File: config.mk
export PLATFORM = sky130hd
export DESIGN_NAME = cfg_image_reader
export DESIGN_NICKNAME = d
export VERILOG_FILES = /design/src/rtl/cir_pkg.sv /design/src/rtl/cir_step_timer.sv /design/src/rtl/cir_image_store.sv /design/src/rtl/cir_xor_acc.sv /design/src/rtl/cfg_image_reader.sv
export SDC_FILE = /design/constraint.sdc
export NUM_CORES = 1
export LEC_CHECK = 0
export ABC_AREA = 0
export BUFFER_PORTS_ARGS = -buffer_cell sky130_fd_sc_hd__buf_2
export CORE_MARGIN = 2
export CORE_UTILIZATION = 30
export DETAILED_ROUTE_END_ITERATION = 12
export SETUP_SLACK_MARGIN = 0.4
export SYNTH_ARGS = -nofsm -noshare
export SYNTH_HDL_FRONTEND = slang
export SYNTH_SLANG_ARGS = --single-unit
File: constraint.sdc
create_clock -name clk -period 3.9 [get_ports clk]
set_clock_uncertainty 0.2 [all_clocks]
set_input_delay 0.78 -clock clk [delete_from_list [all_inputs] [get_ports clk]]
set_output_delay 0.78 -clock clk [all_outputs]
set_load 0.01 [all_outputs]
File: src/rtl/cir_pkg.sv
`timescale 1ns/1ps
package cir_pkg;
    typedef enum logic [3:0] {
        ST_SEL_LOW,
        ST_SEL_HIGH,
        ST_LEAD,
        ST_CMD,
        ST_TURN,
        ST_DATA,
        ST_DESEL,
        ST_SUM,
        ST_JUDGE,
        ST_DONE
    } cir_state_e;

    // start bit followed by the two-bit read opcode
    localparam logic [2:0] READ_PREFIX = 3'b110;
    localparam int         WORD_BITS   = 16;
    localparam int         SA_BYTES    = 6;
endpackage

File: src/rtl/cir_step_timer.sv
`timescale 1ns/1ps
module cir_step_timer #(
    parameter int HALF_DIV = 50
) (
    input  logic clk,
    input  logic rst_n,
    input  logic run,
    output logic step_end
);
    localparam int CW = (HALF_DIV > 1) ? $clog2(HALF_DIV) : 1;
    localparam logic [CW-1:0] LAST = CW'(HALF_DIV - 1);

    logic [CW-1:0] cnt;

    always_ff @(posedge clk or negedge rst_n) begin
        if (!rst_n)
            cnt <= '0;
        else if (!run || cnt == LAST)
            cnt <= '0;
        else
            cnt <= cnt + 1'b1;
    end

    assign step_end = run && (cnt == LAST);
endmodule

File: src/rtl/cir_image_store.sv
`timescale 1ns/1ps
module cir_image_store #(
    parameter int IMG_BYTES = 32
) (
    input  logic                       clk,
    input  logic                       rst_n,
    input  logic                       wr_en,
    input  logic [$clog2(IMG_BYTES/2)-1:0] wr_word_idx,
    input  logic [15:0]                wr_word,
    input  logic [$clog2(IMG_BYTES)-1:0]   rd_addr,
    output logic [7:0]                 rd_data,
    output logic [IMG_BYTES*8-1:0]     img_flat
);
    localparam int WI_W = $clog2(IMG_BYTES/2);

    for (genvar b = 0; b < IMG_BYTES; b++) begin : g_byte
        logic [7:0] q;
        always_ff @(posedge clk or negedge rst_n) begin
            if (!rst_n)
                q <= '0;
            else if (wr_en && wr_word_idx == WI_W'(b / 2))
                q <= ((b % 2) == 0) ? wr_word[15:8] : wr_word[7:0];
        end
        assign img_flat[b*8 +: 8] = q;
    end

    assign rd_data = img_flat[{rd_addr, 3'b000} +: 8];
endmodule

File: src/rtl/cir_xor_acc.sv
`timescale 1ns/1ps
module cir_xor_acc #(
    parameter int W = 8
) (
    input  logic         clk,
    input  logic         rst_n,
    input  logic         clear,
    input  logic         en,
    input  logic [W-1:0] din,
    output logic [W-1:0] acc
);
    always_ff @(posedge clk or negedge rst_n) begin
        if (!rst_n)
            acc <= '0;
        else if (clear)
            acc <= '0;
        else if (en)
            acc <= acc ^ din;
    end
endmodule

File: src/rtl/cfg_image_reader.sv
`timescale 1ns/1ps
module cfg_image_reader
    import cir_pkg::*;
#(
    parameter int HALF_DIV  = 50,
    parameter int IMG_BYTES = 32,
    parameter int ADDR_W    = 6,
    parameter int KEY_START = 0,
    parameter int CKSUM_AT  = 6,
    parameter int ADDR_AT   = 16
) (
    input  logic                         clk,
    input  logic                         rst_n,
    input  logic                         ser_miso,
    input  logic [$clog2(IMG_BYTES)-1:0] rd_addr,
    output logic                         ser_sel,
    output logic                         ser_clk,
    output logic                         ser_mosi,
    output logic                         done,
    output logic                         cksum_ok,
    output logic [8*SA_BYTES-1:0]        station_addr,
    output logic [7:0]                   rd_data
);
    localparam int WORDS    = IMG_BYTES / 2;
    localparam int WI_W     = $clog2(WORDS);
    localparam int AW       = $clog2(IMG_BYTES);
    localparam int CMD_BITS = 3 + ADDR_W;
    localparam int BC_MAX   = (CMD_BITS > WORD_BITS) ? CMD_BITS : WORD_BITS;
    localparam int BC_W     = $clog2(BC_MAX);

    cir_state_e            state;
    logic                  half;      // 1: clock-high half of a bit
    logic [BC_W-1:0]       bitcnt;
    logic [WI_W-1:0]       word_idx;
    logic [WORD_BITS-1:0]  shreg;
    logic [AW-1:0]         sum_idx;
    logic                  step_end;
    logic                  run;
    logic                  wr_en;
    logic                  acc_clear;
    logic                  acc_en;
    logic [7:0]            acc;
    logic [7:0]            sum_byte;
    logic [7:0]            ref_byte;
    logic [IMG_BYTES*8-1:0] img_flat;
    logic [CMD_BITS-1:0]   cmd_vec;
    logic [8*SA_BYTES-1:0] sa_pick;
    logic                  ok_q;
    logic [8*SA_BYTES-1:0] sa_q;

    assign cmd_vec  = {READ_PREFIX, ADDR_W'(word_idx)};
    assign sum_byte = img_flat[{sum_idx, 3'b000} +: 8];
    assign ref_byte = img_flat[CKSUM_AT*8 +: 8];

    always_comb begin
        for (int k = 0; k < SA_BYTES; k++)
            sa_pick[8*(SA_BYTES-1-k) +: 8] = img_flat[(ADDR_AT+k)*8 +: 8];
    end

    cir_step_timer #(.HALF_DIV(HALF_DIV)) u_timer (
        .clk      (clk),
        .rst_n    (rst_n),
        .run      (run),
        .step_end (step_end)
    );

    cir_image_store #(.IMG_BYTES(IMG_BYTES)) u_store (
        .clk         (clk),
        .rst_n       (rst_n),
        .wr_en       (wr_en),
        .wr_word_idx (word_idx),
        .wr_word     (shreg),
        .rd_addr     (rd_addr),
        .rd_data     (rd_data),
        .img_flat    (img_flat)
    );

    cir_xor_acc #(.W(8)) u_acc (
        .clk   (clk),
        .rst_n (rst_n),
        .clear (acc_clear),
        .en    (acc_en),
        .din   (sum_byte),
        .acc   (acc)
    );

    // state register and sequencing counters
    always_ff @(posedge clk or negedge rst_n) begin
        if (!rst_n) begin
            state    <= ST_SEL_LOW;
            half     <= 1'b0;
            bitcnt   <= '0;
            word_idx <= '0;
            shreg    <= '0;
            sum_idx  <= AW'(KEY_START);
        end else begin
            unique case (state)
                ST_SEL_LOW: begin
                    if (step_end) state <= ST_SEL_HIGH;
                end
                ST_SEL_HIGH: begin
                    if (step_end) state <= ST_LEAD;
                end
                ST_LEAD: begin
                    if (step_end) begin
                        state  <= ST_CMD;
                        half   <= 1'b0;
                        bitcnt <= '0;
                    end
                end
                ST_CMD: begin
                    if (step_end) begin
                        if (!half) begin
                            half <= 1'b1;
                        end else if (bitcnt == BC_W'(CMD_BITS - 1)) begin
                            state <= ST_TURN;
                            half  <= 1'b0;
                        end else begin
                            bitcnt <= bitcnt + 1'b1;
                            half   <= 1'b0;
                        end
                    end
                end
                ST_TURN: begin
                    if (step_end) begin
                        state  <= ST_DATA;
                        half   <= 1'b1;
                        bitcnt <= '0;
                    end
                end
                ST_DATA: begin
                    if (step_end) begin
                        if (half) begin
                            half <= 1'b0;
                        end else begin
                            shreg <= {shreg[WORD_BITS-2:0], ser_miso};
                            if (bitcnt == BC_W'(WORD_BITS - 1)) begin
                                state <= ST_DESEL;
                            end else begin
                                bitcnt <= bitcnt + 1'b1;
                                half   <= 1'b1;
                            end
                        end
                    end
                end
                ST_DESEL: begin
                    if (step_end) begin
                        if (word_idx == WI_W'(WORDS - 1)) begin
                            state   <= ST_SUM;
                            sum_idx <= AW'(KEY_START);
                        end else begin
                            word_idx <= word_idx + 1'b1;
                            state    <= ST_SEL_LOW;
                        end
                    end
                end
                ST_SUM: begin
                    if (sum_idx == AW'(CKSUM_AT - 1))
                        state <= ST_JUDGE;
                    else
                        sum_idx <= sum_idx + 1'b1;
                end
                ST_JUDGE: state <= ST_DONE;
                ST_DONE:  state <= ST_DONE;
                default:  state <= ST_SEL_LOW;
            endcase
        end
    end

    // outputs decoded from the state
    always_comb begin
        ser_sel   = 1'b0;
        ser_clk   = 1'b0;
        ser_mosi  = 1'b0;
        run       = 1'b1;
        wr_en     = 1'b0;
        acc_clear = 1'b0;
        acc_en    = 1'b0;
        done      = 1'b0;
        unique case (state)
            ST_SEL_LOW:  ;
            ST_SEL_HIGH: ser_sel = 1'b1;
            ST_LEAD: begin
                ser_sel = 1'b1;
                ser_clk = 1'b1;
            end
            ST_CMD: begin
                ser_sel  = 1'b1;
                ser_clk  = half;
                ser_mosi = cmd_vec[BC_W'(CMD_BITS - 1) - bitcnt];
            end
            ST_TURN: ser_sel = 1'b1;
            ST_DATA: begin
                ser_sel = 1'b1;
                ser_clk = half;
            end
            ST_DESEL: begin
                wr_en     = step_end;
                acc_clear = 1'b1;
            end
            ST_SUM: begin
                run    = 1'b0;
                acc_en = 1'b1;
            end
            ST_JUDGE: run = 1'b0;
            ST_DONE: begin
                run  = 1'b0;
                done = 1'b1;
            end
            default: run = 1'b0;
        endcase
    end

    // check result registers
    always_ff @(posedge clk or negedge rst_n) begin
        if (!rst_n) begin
            ok_q <= 1'b0;
            sa_q <= '0;
        end else if (state == ST_JUDGE) begin
            ok_q <= (acc == ref_byte);
            sa_q <= (acc == ref_byte) ? sa_pick : '0;
        end
    end

    assign cksum_ok     = ok_q;
    assign station_addr = sa_q;
endmodule

* After elaboration in Yosys (flattened, before gate mapping)
Cells that the tools add are included. Widths: inputs -> output; s select.
Word-level totals: logic and storage cells 183, register bits 353, output and inout port bits 61, bits of input ports 8
Cells by class: equality and inequality tests 46, bitwise logic cells 3, order comparisons 1, shift-type cells 2, reduce and logical (&&, ||, !) cells 36, add/subtract/negate cells 5, mux-type cells 48
Operators by type and width (count):
- $shiftx 256x9->8 | 2
- $mux 4 | 19
- $eq 4x4->1 const B | 12
- $mux 48 | 1
- $pmux 4 s9 | 1
- $eq 4x3->1 const B | 8
- $ne 2x2->1 const B | 16
- $logic_and 1x1->1 | 17
- $eq 4x2->1 const B | 4
- $mux 8 | 2
- $mux 1 | 15
- $mux 5 | 3
- $pmux 4 s3 | 1
- $reduce_and 12->1 | 1
- $pmux 5 s2 | 1
- $add 4x1->4 const B | 2
- $eq 4x1->1 const B | 2
- $eq 8x8->1 | 1
- $logic_not 4->1 | 2
- $reduce_and 8->1 | 1
- $xor 8x8->8 | 1
- $reduce_or 7->1 | 1
- $add 6x1->6 const B | 1
- $eq 6x6->1 const B | 1
- 21 further kinds | 26

* Longest topological paths before layout
Gate-level depths: netlist of run 1.
word-level depth 6, depth in mapped cells 9, gate-level depth less buffers 7

* By module
A second synthesis of run 1 with hierarchy kept.
Unflattened totals: cells, all modules 1264, area, all modules 18102.4 um^2
By module, submodules not included:
- cir_image_store | area each 11563.6 um^2, seq. area each 6406.1 um^2, cells an instance 681, instances 1
- cfg_image_reader | area each 5840.6 um^2, seq. area each 2077.0 um^2, cells an instance 520, instances 1
- cir_xor_acc | area each 406.6 um^2, seq. area each 200.2 um^2, cells an instance 35, instances 1
- cir_step_timer | area each 291.5 um^2, seq. area each 150.1 um^2, cells an instance 28, instances 1

* Least setup slack after synthesis of run 1
Ideal clock, no wire load.
path kind input port to output port, from input port rd_addr[0], to output port rd_data[0], path slack 0.359 ns, arrival 2.561 ns, required time 2.920 ns, cell stages on the path 5, cells stage by stage buf_2 > buf_2 > mux4_2 > mux4_2 > mux2_2
Between the ends: cells in the longest elaborated chain, start to end 1
RTL lines:
- from (decl) | line cfg_image_reader.sv:15 | input logic [$clog2(IMG_BYTES)-1:0] rd_addr,
- $shiftx 256x9->8 | line cir_image_store.sv:27 | assign rd_data = img_flat[{rd_addr, 3'b000} +: 8];
- to (decl) | line cfg_image_reader.sv:22 | output logic [7:0] rd_data
No other way between the ends.

* Final worst setup path of run 1
from input port rd_addr[0], to output port rd_data[6]
Same word-level chain as after synthesis.

==> metrics.txt, run 1 <==
GRT Residual Overflow 0; Hold WS between 0.2 and 0.3 ns; number of flops mapped to enable cells by yosys 0; port bufs 68; CTS tree built; Cell variety after synth 57; Worst setup SP type primary input; die span in y between 200 and 250 um; CP peak stage delay around 0.52 ns; total track usage 15.9%; WL/cell around 24 um; top cells by count, synth dfrtp_1 (353), mux2_2 (278), mux4_2 (146); setup_tns 0 ns; sequential area share after synthesis 49.1%; maximum VDD drop roughly 0.25 mV; Vias/cell approximately 5.4; DRC errors left 0; largest net degree at the start of global routing 94; worst path cell trace buf_16 -> buf_16 -> mux4_2 -> mux4_2 -> mux2_2 -> buf_2; Setup CP Type primary input to primary output; Initial Utilization a little under a third; status complete, no violations; Post-Layout Cell Count 2,054; ys async rst share 100%; CTS Buf Count 39; root buf cell clkbuf_16; Worst EP required about 2.9 ns; number of antenna repair diodes 0; Yosys warning count 0; Final setup violation count 0; Crit path buffers/inverters 3; P_leak approximately 0.0096 uW; Final Hold Vio Count 0; ratio of cells with drive above 1 in the final layout a little under half; cell area power density between 300 and 400 mW/mm2; vias in the first global route around 12,000; first-pass GRT wire length 75,600 um; full die area 0.0619 mm2; number of fill cells around 5,600; post-route clock period utilization between 90% and 100%; worst-margin pin slew approximately 1.0 ns; Max Freq 282 MHz; number of H-tree branching levels 2; Critical-path top delay cell mux4_2; # IOs between 60 and 70; Synth top area share approximately half; final WL approximately 48,000 um; dpl cells a little under 2,000; CP delay by family, top multiplexers; Synth Register Bits ~350; syn nets around 1,200; Placer Congestion 0.819; max cap viols 0; core area 0.0591 mm2; Area growth, synth to finish 15.5%; unrepaired setup endpoints after global routing yes; Worst Hold Class primary input to flip-flop; Max-slew headroom a little under a third; postcts setup bufs 0; cell area after synthesis 0.0180 mm2; Max Root-Sink Buffers 3; Sink Count between 300 and 400; total power between 7000 and 8000 uW; final worst path period need approximately 3.5 ns; top cells by area, synth dfrtp_1 (49%), mux4_2 (18%), mux2_2 (17%), a22o_1 (2.3%), mux2i_1 (1.5%); Site Rows a little under 90; syn avg cell area ~15 um2; Max Fanout on Critical Path 9; Slew Viols, Final 0; CP Capture Type primary output; count leader, synth dfrtp_1; CP arrival around 2.6 ns; via count 11,200; top cell type by total area after synthesis dfrtp_1; Clock transition at path regs 0.05 ns; synthesized instance count ~1,200; fin nets ~1,300; die extent in x 249 um; DR iter-0 viols 831; DP HPWL roughly 32,000 um; Routed Antenna Nets 0; top_reg_cell synth dfrtp_1; iteration count of the initial detailed-routing pass 5; Skew-Pair Late Insertion Delay ~0.56 ns; initial antenna violation count 1
==> cell usage in the layout (no fill, tap or decap), drive strengths merged, types with 4 or more instances in the layout <==
cell	instances
o211ai	7
nor2	29
a21oi	13
nor4	5
buf	108
o31ai	5
mux2	283
mux4	146
ha	12
a31oi	4
clkbuf	57
a22o	48
a211oi	8
xnor2	13
clkinv	12
inv	11
o22ai	6
xor2	5
dfrtp	353
nand2	35
nand3	25
mux2i	27
nor3	11
o21ai	15
==> registers in the layout, summed over array words and instances (netlist names) <==
name,cells
sum_idx,5
cksum_ok,1
state,4
u_store.g_byte.q,256
shreg,16
u_timer.cnt,6
word_idx,4
u_acc.acc,8
bitcnt,4
station_addr,48
half,1
==> worst reg2reg max path: stages (launching register included) <==
cell       delay, ns
dfrtp_1         0.79
nand4bb_1       0.18
buf_4           0.24
nor3_2          0.11
buf_4           0.25
nand3_2         0.60
mux2_2          0.51
==> layer usage <==
metal  up-vias  part of all wire [%]  global-route usage [%]
li1       4779                     -                       -
met1      6004                    44                    21.8
met2       320                    48                    25.6
met3        79                   5.0                    2.62
met4         0                   2.8                    5.44
met5         -                     0                       0
==> power breakdown <==
group | internal (uW) | leakage [uW] | switching, uW | total [uW]
clock network | 2150 | 0.000626 | 1530 | 3680
registers | 3660 | 0.00491 | 3.83 | 3670
logic | 76.1 | 0.00403 | 135 | 211
==> area by class of cell <==
type	instances	area, um2	share of cell area, %
flip-flops and latches	353	8840	42.6
multi-input cells	737	8700	41.9
clock buffers	57	1130	5.46
well taps	773	967	4.66
repair buffers	109	947	4.56
clock inverters	11	131	0.633
inverters	14	52.6	0.253
==> worst paths after layout <==
path	start	slack, ns	cells past startpoint	to
setup / recovery	rd_addr[0]	0.36	6	rd_data[6]
hold / removal	ser_miso	0.27	2	shreg[0]$_DFFE_PN0P_
setup reg to reg	state[2]$_DFFE_PN0P_	0.89	6	u_store.g_byte[0].q[0]$_DFFE_PN0P_
hold reg to reg	cksum_ok$_DFFE_PN0P_	0.28	1	cksum_ok$_DFFE_PN0P_
max in group asynchronous	rst_n	1.97	3	u_store.g_byte[8].q[7]$_DFFE_PN0P_
min in group asynchronous	rst_n	0.58	2	bitcnt[2]$_DFFE_PN0P_
==> kinds of logic after synthesis <==
kind of cell,synth area share [%]
mux,37.5
flops,49.1
simple gates,4.01
compound gates,4.98
buf+inv,2.70
xor+xnor,0.876
fa+ha+maj,0.835
==> what timing repair did <==
item	4_1_cts	5_1_grt
endpoints found under the setup margin	8	8
gates cloned	5	0
resized for setup	22	3
hold endpoints to repair	7	0
hold buffers	1	0
==> metrics by stage <==
stage,setup WS (ns),instance area [um2],util (%)
CTS,0.361,20800,35.1
finish,0.359,20800,35.1
detailed placement,0.109,19300,32.6
floorplan,0.419,18000,-
global placement,0.136,19300,32.6
global route,0.341,20800,35.1
(Power assumes the default switching activity.)
==> inputs of run 2 (changes only) <==
--- a/config.mk
+++ b/config.mk
@@ -7,9 +7,10 @@
 export LEC_CHECK = 0
 export ABC_AREA = 0
 export BUFFER_PORTS_ARGS = -buffer_cell sky130_fd_sc_hd__buf_2
-export CORE_MARGIN = 2
+export CORE_MARGIN = 1
 export CORE_UTILIZATION = 30
 export DETAILED_ROUTE_END_ITERATION = 12
+export REMOVE_ABC_BUFFERS = 1
 export SETUP_SLACK_MARGIN = 0.4
 export SYNTH_ARGS = -nofsm -noshare
 export SYNTH_HDL_FRONTEND = slang
==> metrics.txt, run 2 (synthesis gave the netlist of run 1 again) <==
Max Fanout on Critical Path 6; max reg flops ~260; number of antenna repair diodes 0; first-pass GRT wire length roughly 74,000 um; Max Root-Sink Buffers 3; CP arrival approximately 2.6 ns; Final Hold Vio Count 0; die extent in x 247 um; final worst path period need roughly 3.5 ns; number of fill cells between 5,000 and 6,000; Placer Congestion 0.821; full die area 0.0609 mm2; ratio of cells with drive above 1 in the final layout just under 50%; CTS Buf Count 39; largest net degree at the start of global routing 106; unrepaired setup endpoints after global routing yes; iteration count of the initial detailed-routing pass 9; CTS tree built; post-route clock period utilization 91.0%; cell area power density approximately 370 mW/mm2; Site Rows approximately 90; status complete, but fails checks; Sink Count 353; worst-margin pin slew 1.07 ns; Post-Layout Cell Count between 2,000 and 2,500; Worst Hold Class primary input to asynchronous set/reset pin; number of H-tree branching levels 2; root buf cell clkbuf_16; total track usage between 10% and 20%; Clock transition at path regs roughly 0.060 ns; failing checks DRC; port bufs between 60 and 70; CP Capture Type primary output; DRC errors left 8; Skew-Pair Late Insertion Delay between 0.5 and 0.6 ns; commonest non-fill, non-tap cell in the layout dfrtp_1; Worst setup SP type primary input; Max Freq between 200 and 300 MHz; Initial Utilization a little under a third; Worst EP required slightly below 3 ns; P_leak slightly below 0.01 uW; Multi-input gate area 0.00870 mm2; die span in y ~250 um; vias in the first global route roughly 12,000; Storage cell area around 0.0088 mm2; post-place setup slack ~0.16 ns; Routed Antenna Nets 0; fin nets approximately 1,300; most frequent cells in the layout dfrtp_1 (350), mux2_2 (275), mux4_2 (146); maximum VDD drop 0.232 mV; via count between 10,000 and 15,000; # IOs between 60 and 70; DR iter-0 viols ~630; DP HPWL approximately 30,000 um; initial antenna violation count 0; Final setup violation count 0; Slew Viols, Final 0; Setup CP Type primary input to primary output; final WL ~48,000 um; GRT Residual Overflow 0; Max-slew headroom between 20% and 30%; dpl cells 1,987; core area a little under 0.06 mm2; Post-CTS Hold Buffers 0; Biggest register u_store.g_byte.q; Vias/cell between 5 and 6; setup ws final roughly 0.35 ns; WL/cell roughly 23 um; max cap viols 0; Area growth, synth to finish 16.4%
run 2: changes by cell type in the layout (fill, tap and decap cells not counted), sizes merged:
cell         delta
buf             +8
clkbuf          -5
clkinv          +5
clkinvlp        +2
bufinv          +1
dlygate4sd3     -1
inv             +1
run 2: path summary, 6_finish.rpt:
path / from / end / slack (ns) / cells past startpoint
setup / recovery: rd_addr[0] / rd_data[1] / 0.35 / 6
hold / removal: rst_n / u_store.g_byte[31].q[1]$_DFFE_PN0P_ / 0.08 / 1
setup reg to reg: sum_idx[1]$_DFFE_PN0P_ / state[2]$_DFFE_PN0P_ / 0.78 / 6
hold reg to reg: cksum_ok$_DFFE_PN0P_ / cksum_ok$_DFFE_PN0P_ / 0.28 / 1
max in group asynchronous: rst_n / u_store.g_byte[2].q[2]$_DFFE_PN0P_ / 2.52 / 2
min in group clk: cksum_ok$_DFFE_PN0P_ / cksum_ok$_DFFE_PN0P_ / 0.28 / 1
run 2: stage by stage:
stage                     hold WS [ns]  instance area (um2)  setup TNS [ns]  util [%]  power, uW
after floorplan                  0.261                17600          -17.00         -       3770
after global placement           0.254                19300               0      32.7       3920
after detailed placement         0.270                19300               0      32.7       3930
after CTS                        0.121                20900               0      35.3       7770
after global routing             0.157                20900               0      35.4       7950
final                           0.0757                20900               0      35.4       7710
run 2: power by group:
| part | switching, uW | leakage [uW] | total (uW) | internal, uW |
|---|---|---|---|---|
| clock network | 1560 | 0.000665 | 3820 | 2260 |
| logic | 138 | 0.00409 | 220 | 82.9 |
| registers | 2.96 | 0.00491 | 3670 | 3660 |
| total | 1700 | 0.00966 | 7710 | 6000 |
run 2: final cells by class:
type	instances	area share, %
well taps	773	4.62
repair buffers	118	4.99
inverters	14	0.251
clock inverters	20	0.950
flip-flops and latches	353	42.2
multi-input cells	737	41.6
clock buffers	50	5.40
run 2: worst max-delay path, cell delays in order:
cell    delay (ns)
buf_16        0.13
buf_4         0.17
mux4_2        0.50
mux4_2        0.51
mux2_4        0.31
buf_2         0.15
run 2: repair_timing:
item                       in CTS  in global routing
gates resized for setup        14                  4
setup endpoints to repair      10                  9
pin swaps                       0                  1
setup buffers                   2                  0
gates cloned                    4                  2
run 2: per-layer routing:
layer | vias up | wire length (um) | GRT usage (%)
met2 | 287 | 23500 | 26.5
li1 | 4790 | - | -
met1 | 6094 | 20700 | 21.3
met5 | - | 0 | 0
met3 | 82 | 1930 | 1.95
met4 | 0 | 1340 | 5.17
==> inputs of run 3 (changes only) <==
--- a/config.mk
+++ b/config.mk
@@ -5,7 +5,7 @@
 export SDC_FILE = /design/constraint.sdc
 export NUM_CORES = 1
 export LEC_CHECK = 0
-export ABC_AREA = 0
+export ABC_AREA = 1
 export BUFFER_PORTS_ARGS = -buffer_cell sky130_fd_sc_hd__buf_2
 export CORE_MARGIN = 1
 export CORE_UTILIZATION = 30
==> metrics.txt, run 3 <==
status complete, no violations; number of fill cells between 6,000 and 7,000; via count around 17,000; # IOs 69; Biggest register u_store.g_byte.q; Routed Antenna Nets 0; Sw Ratio 22.9%; CTS Buf Count 38; top cells by area, synth dfrtp_1 (48%), nand2_1 (11%), o21ai_0 (7.9%), o21ai_1 (6.8%), nor2_1 (5.6%); total track usage around 18%; max cap viols 0; port bufs between 60 and 70; syn avg cell area roughly 7.6 um2; worst path cell trace buf_4 -> inv_4 -> buf_12 -> buf_12 -> a21oi_1 -> o21ai_0 -> o211ai_1 -> nand3_1 -> nand3_1 -> and2_1 -> buf_2; DRC errors left 0; Combinational Power Share ~4.6%; Final Hold Vio Count 0; Cell variety after synth 36; final WL ~57,000 um; NetSw ~1800 uW; Yosys warning count 0; maximum VDD drop around 0.27 mV; cell area after synthesis 0.0184 mm2; Clock power frac just under 50%; vias in the first global route approximately 16,000; cell area power density between 300 and 400 mW/mm2; top_reg_cell synth dfrtp_1; Slew Viols, Final 0; ys async rst share 100%; worst-margin pin slew just over 1 ns; Seq pwr share a little under half; sequential area share after synthesis ~48%; Max-slew headroom approximately a third; first-pass GRT wire length ~91,000 um; number of H-tree branching levels 2; GRT Residual Overflow 0; postcts setup bufs 0; DR iter-0 viols approximately 1,500; Max Root-Sink Buffers 3; Worst EP required around 2.9 ns; max reg flops around 260; Final setup violation count 0; Critical-path top delay cell buf_12; die extent in x 250 um; P_leak slightly above 0.009 uW; core area 0.0605 mm2; CP arrival ~2.4 ns; Placer Congestion 0.840; Area growth, synth to finish 13.3%; commonest non-fill, non-tap cell in the layout nand2_1; initial antenna violation count 1; die span in y about 250 um; Skew-Pair Late Insertion Delay 0.55 ns; Post-CTS Hold Buffers 0; Area after DPL between 0.015 and 0.02 mm2; WL/cell between 15 and 20 um; Max Freq between 200 and 300 MHz; fin nets roughly 2,400; iteration count of the initial detailed-routing pass 5; Site Rows 90; final instance area between 0.02 and 0.025 mm2; Initial Utilization a little under a third; synthesized instance count roughly 2,400; largest net degree at the start of global routing 92; top cell type by total area after synthesis dfrtp_1; full die area 0.0624 mm2; number of antenna repair diodes 0; ratio of cells with drive above 1 in the final layout 9.82%; CTS tree built; root buf cell clkbuf_16; final worst path period need between 3 and 4 ns; Int Power 6040 uW; Sink Count about 350; setup ws final ~0.48 ns; post-route clock period utilization between 80 and 90%; PostCTS Resize Cnt 0; Worst setup SP type primary input; number of flops mapped to enable cells by yosys 0; top cells by count, synth nand2_1 (563), dfrtp_1 (353), o21ai_0 (291); Worst Hold Class primary input to asynchronous set/reset pin; setup_tns 0 ns; DP HPWL approximately 36,000 um; most frequent cells in the layout nand2_1 (563), dfrtp_1 (351), o21ai_0 (291); CP Capture Type primary output; unrepaired setup endpoints after global routing yes; Clock transition at path regs roughly 0.060 ns; post-place setup slack between 0.4 and 0.5 ns; Max Fanout on Critical Path 28; Vias/cell about 5.2; CP peak stage delay ~0.23 ns; Setup CP Type primary input to primary output; Synth Register Bits 353; Synth top area share 47.9%; count leader, synth nand2_1
==> run 3: cell types whose count changed in the layout (fill, tap and decap cells not counted), moves of 48 or more <==
cell / delta
o21ai_0: +277
inv_1: +125
o21ai_1: +248
nor2_1: +246
a21oi_1: +67
mux4_2: -146
mux2_2: -274
nand3_1: +112
nand2_1: +529
a22o_1: -48
==> run 3: cells by family (layout without fill, tap and decap cells) <==
logic type                 after synthesis  in the layout  synth area share (%)
and+or+nand+nor                        993            993                  21.6
AOI/OAI and AO/OA                      733            733                  21.8
DFF                                    353            353                  47.9
buffers and inverters                  323            340                  7.16
xor gates and xnor gates                13             13                 0.618
adders and majority gates               12             12                 0.815
muxes                                    1              1                0.0611
==> run 3: per-layer routing <==
metal	vias to the layer above	GRT usage [%]	share of wire, %	wire length (um)
li1	8061	-	-	-
met1	7941	24.8	45	25900
met2	515	29.8	46	26400
met3	113	1.88	5.3	3030
met4	2	5.80	2.9	1650
met5	-	0	0.021	12
==> run 3: through the flow <==
step | cells | utilization (%) | power (uW) | hold slack (ns)
5_1_grt | 3227 | 34.5 | 8090 | 0.0519
3_3_place_gp | 3159 | 32.4 | 4090 | 0.259
3_5_place_dp | 3159 | 32.4 | 4090 | 0.262
4_1_cts | 3227 | 34.5 | 7920 | 0.0281
6_report | 3227 | 34.5 | 7840 | 0.0111
2_1_floorplan | 2250 | - | 3870 | 0.253
==> run 3: final timing paths <==
check | cells after the start | endpoint | slack, ns | from
max reg2reg | 9 | state[0]$_DFFE_PN0P_ | 0.98 | sum_idx[0]$_DFFE_PN0P_
max | 11 | rd_data[4] | 0.48 | rd_addr[0]
min reg2reg | 2 | station_addr[10]$_DFFE_PN0P_ | 0.27 | station_addr[10]$_DFFE_PN0P_
max in group asynchronous | 2 | u_store.g_byte[21].q[7]$_DFFE_PN0P_ | 2.53 | rst_n
min | 1 | cksum_ok$_DFFE_PN0P_ | 0.01 | rst_n
min in group clk | 2 | station_addr[10]$_DFFE_PN0P_ | 0.27 | station_addr[10]$_DFFE_PN0P_
==> run 3: final cells by class <==
type	instances	area (um2)	area share, %
well taps	782	978	4.68
flip-flops and latches	353	8840	42.3
inverters	145	548	2.62
clock buffers	55	1170	5.59
clock inverters	13	145	0.695
multi-input cells	1752	8280	39.6
repair buffers	127	933	4.47
==> run 3: power by group through the flow <==
| stage | registers [uW] | clock network [uW] | logic, uW |
|---|---|---|---|
| after floorplan | 3730 | 0 | 141 |
| after global placement | 3730 | 0 | 362 |
| after detailed placement | 3730 | 0 | 364 |
| after CTS | 3660 | 3890 | 365 |
| after global routing | 3660 | 4030 | 401 |
| final | 3660 | 3810 | 363 |
==> run 3: critical path, delay by kind of cell <==
family / cells / cell delay [ns]
buffers and inverters: 5 / 0.91
and+or+nand+nor: 3 / 0.47
AOI/OAI and AO/OA: 3 / 0.26
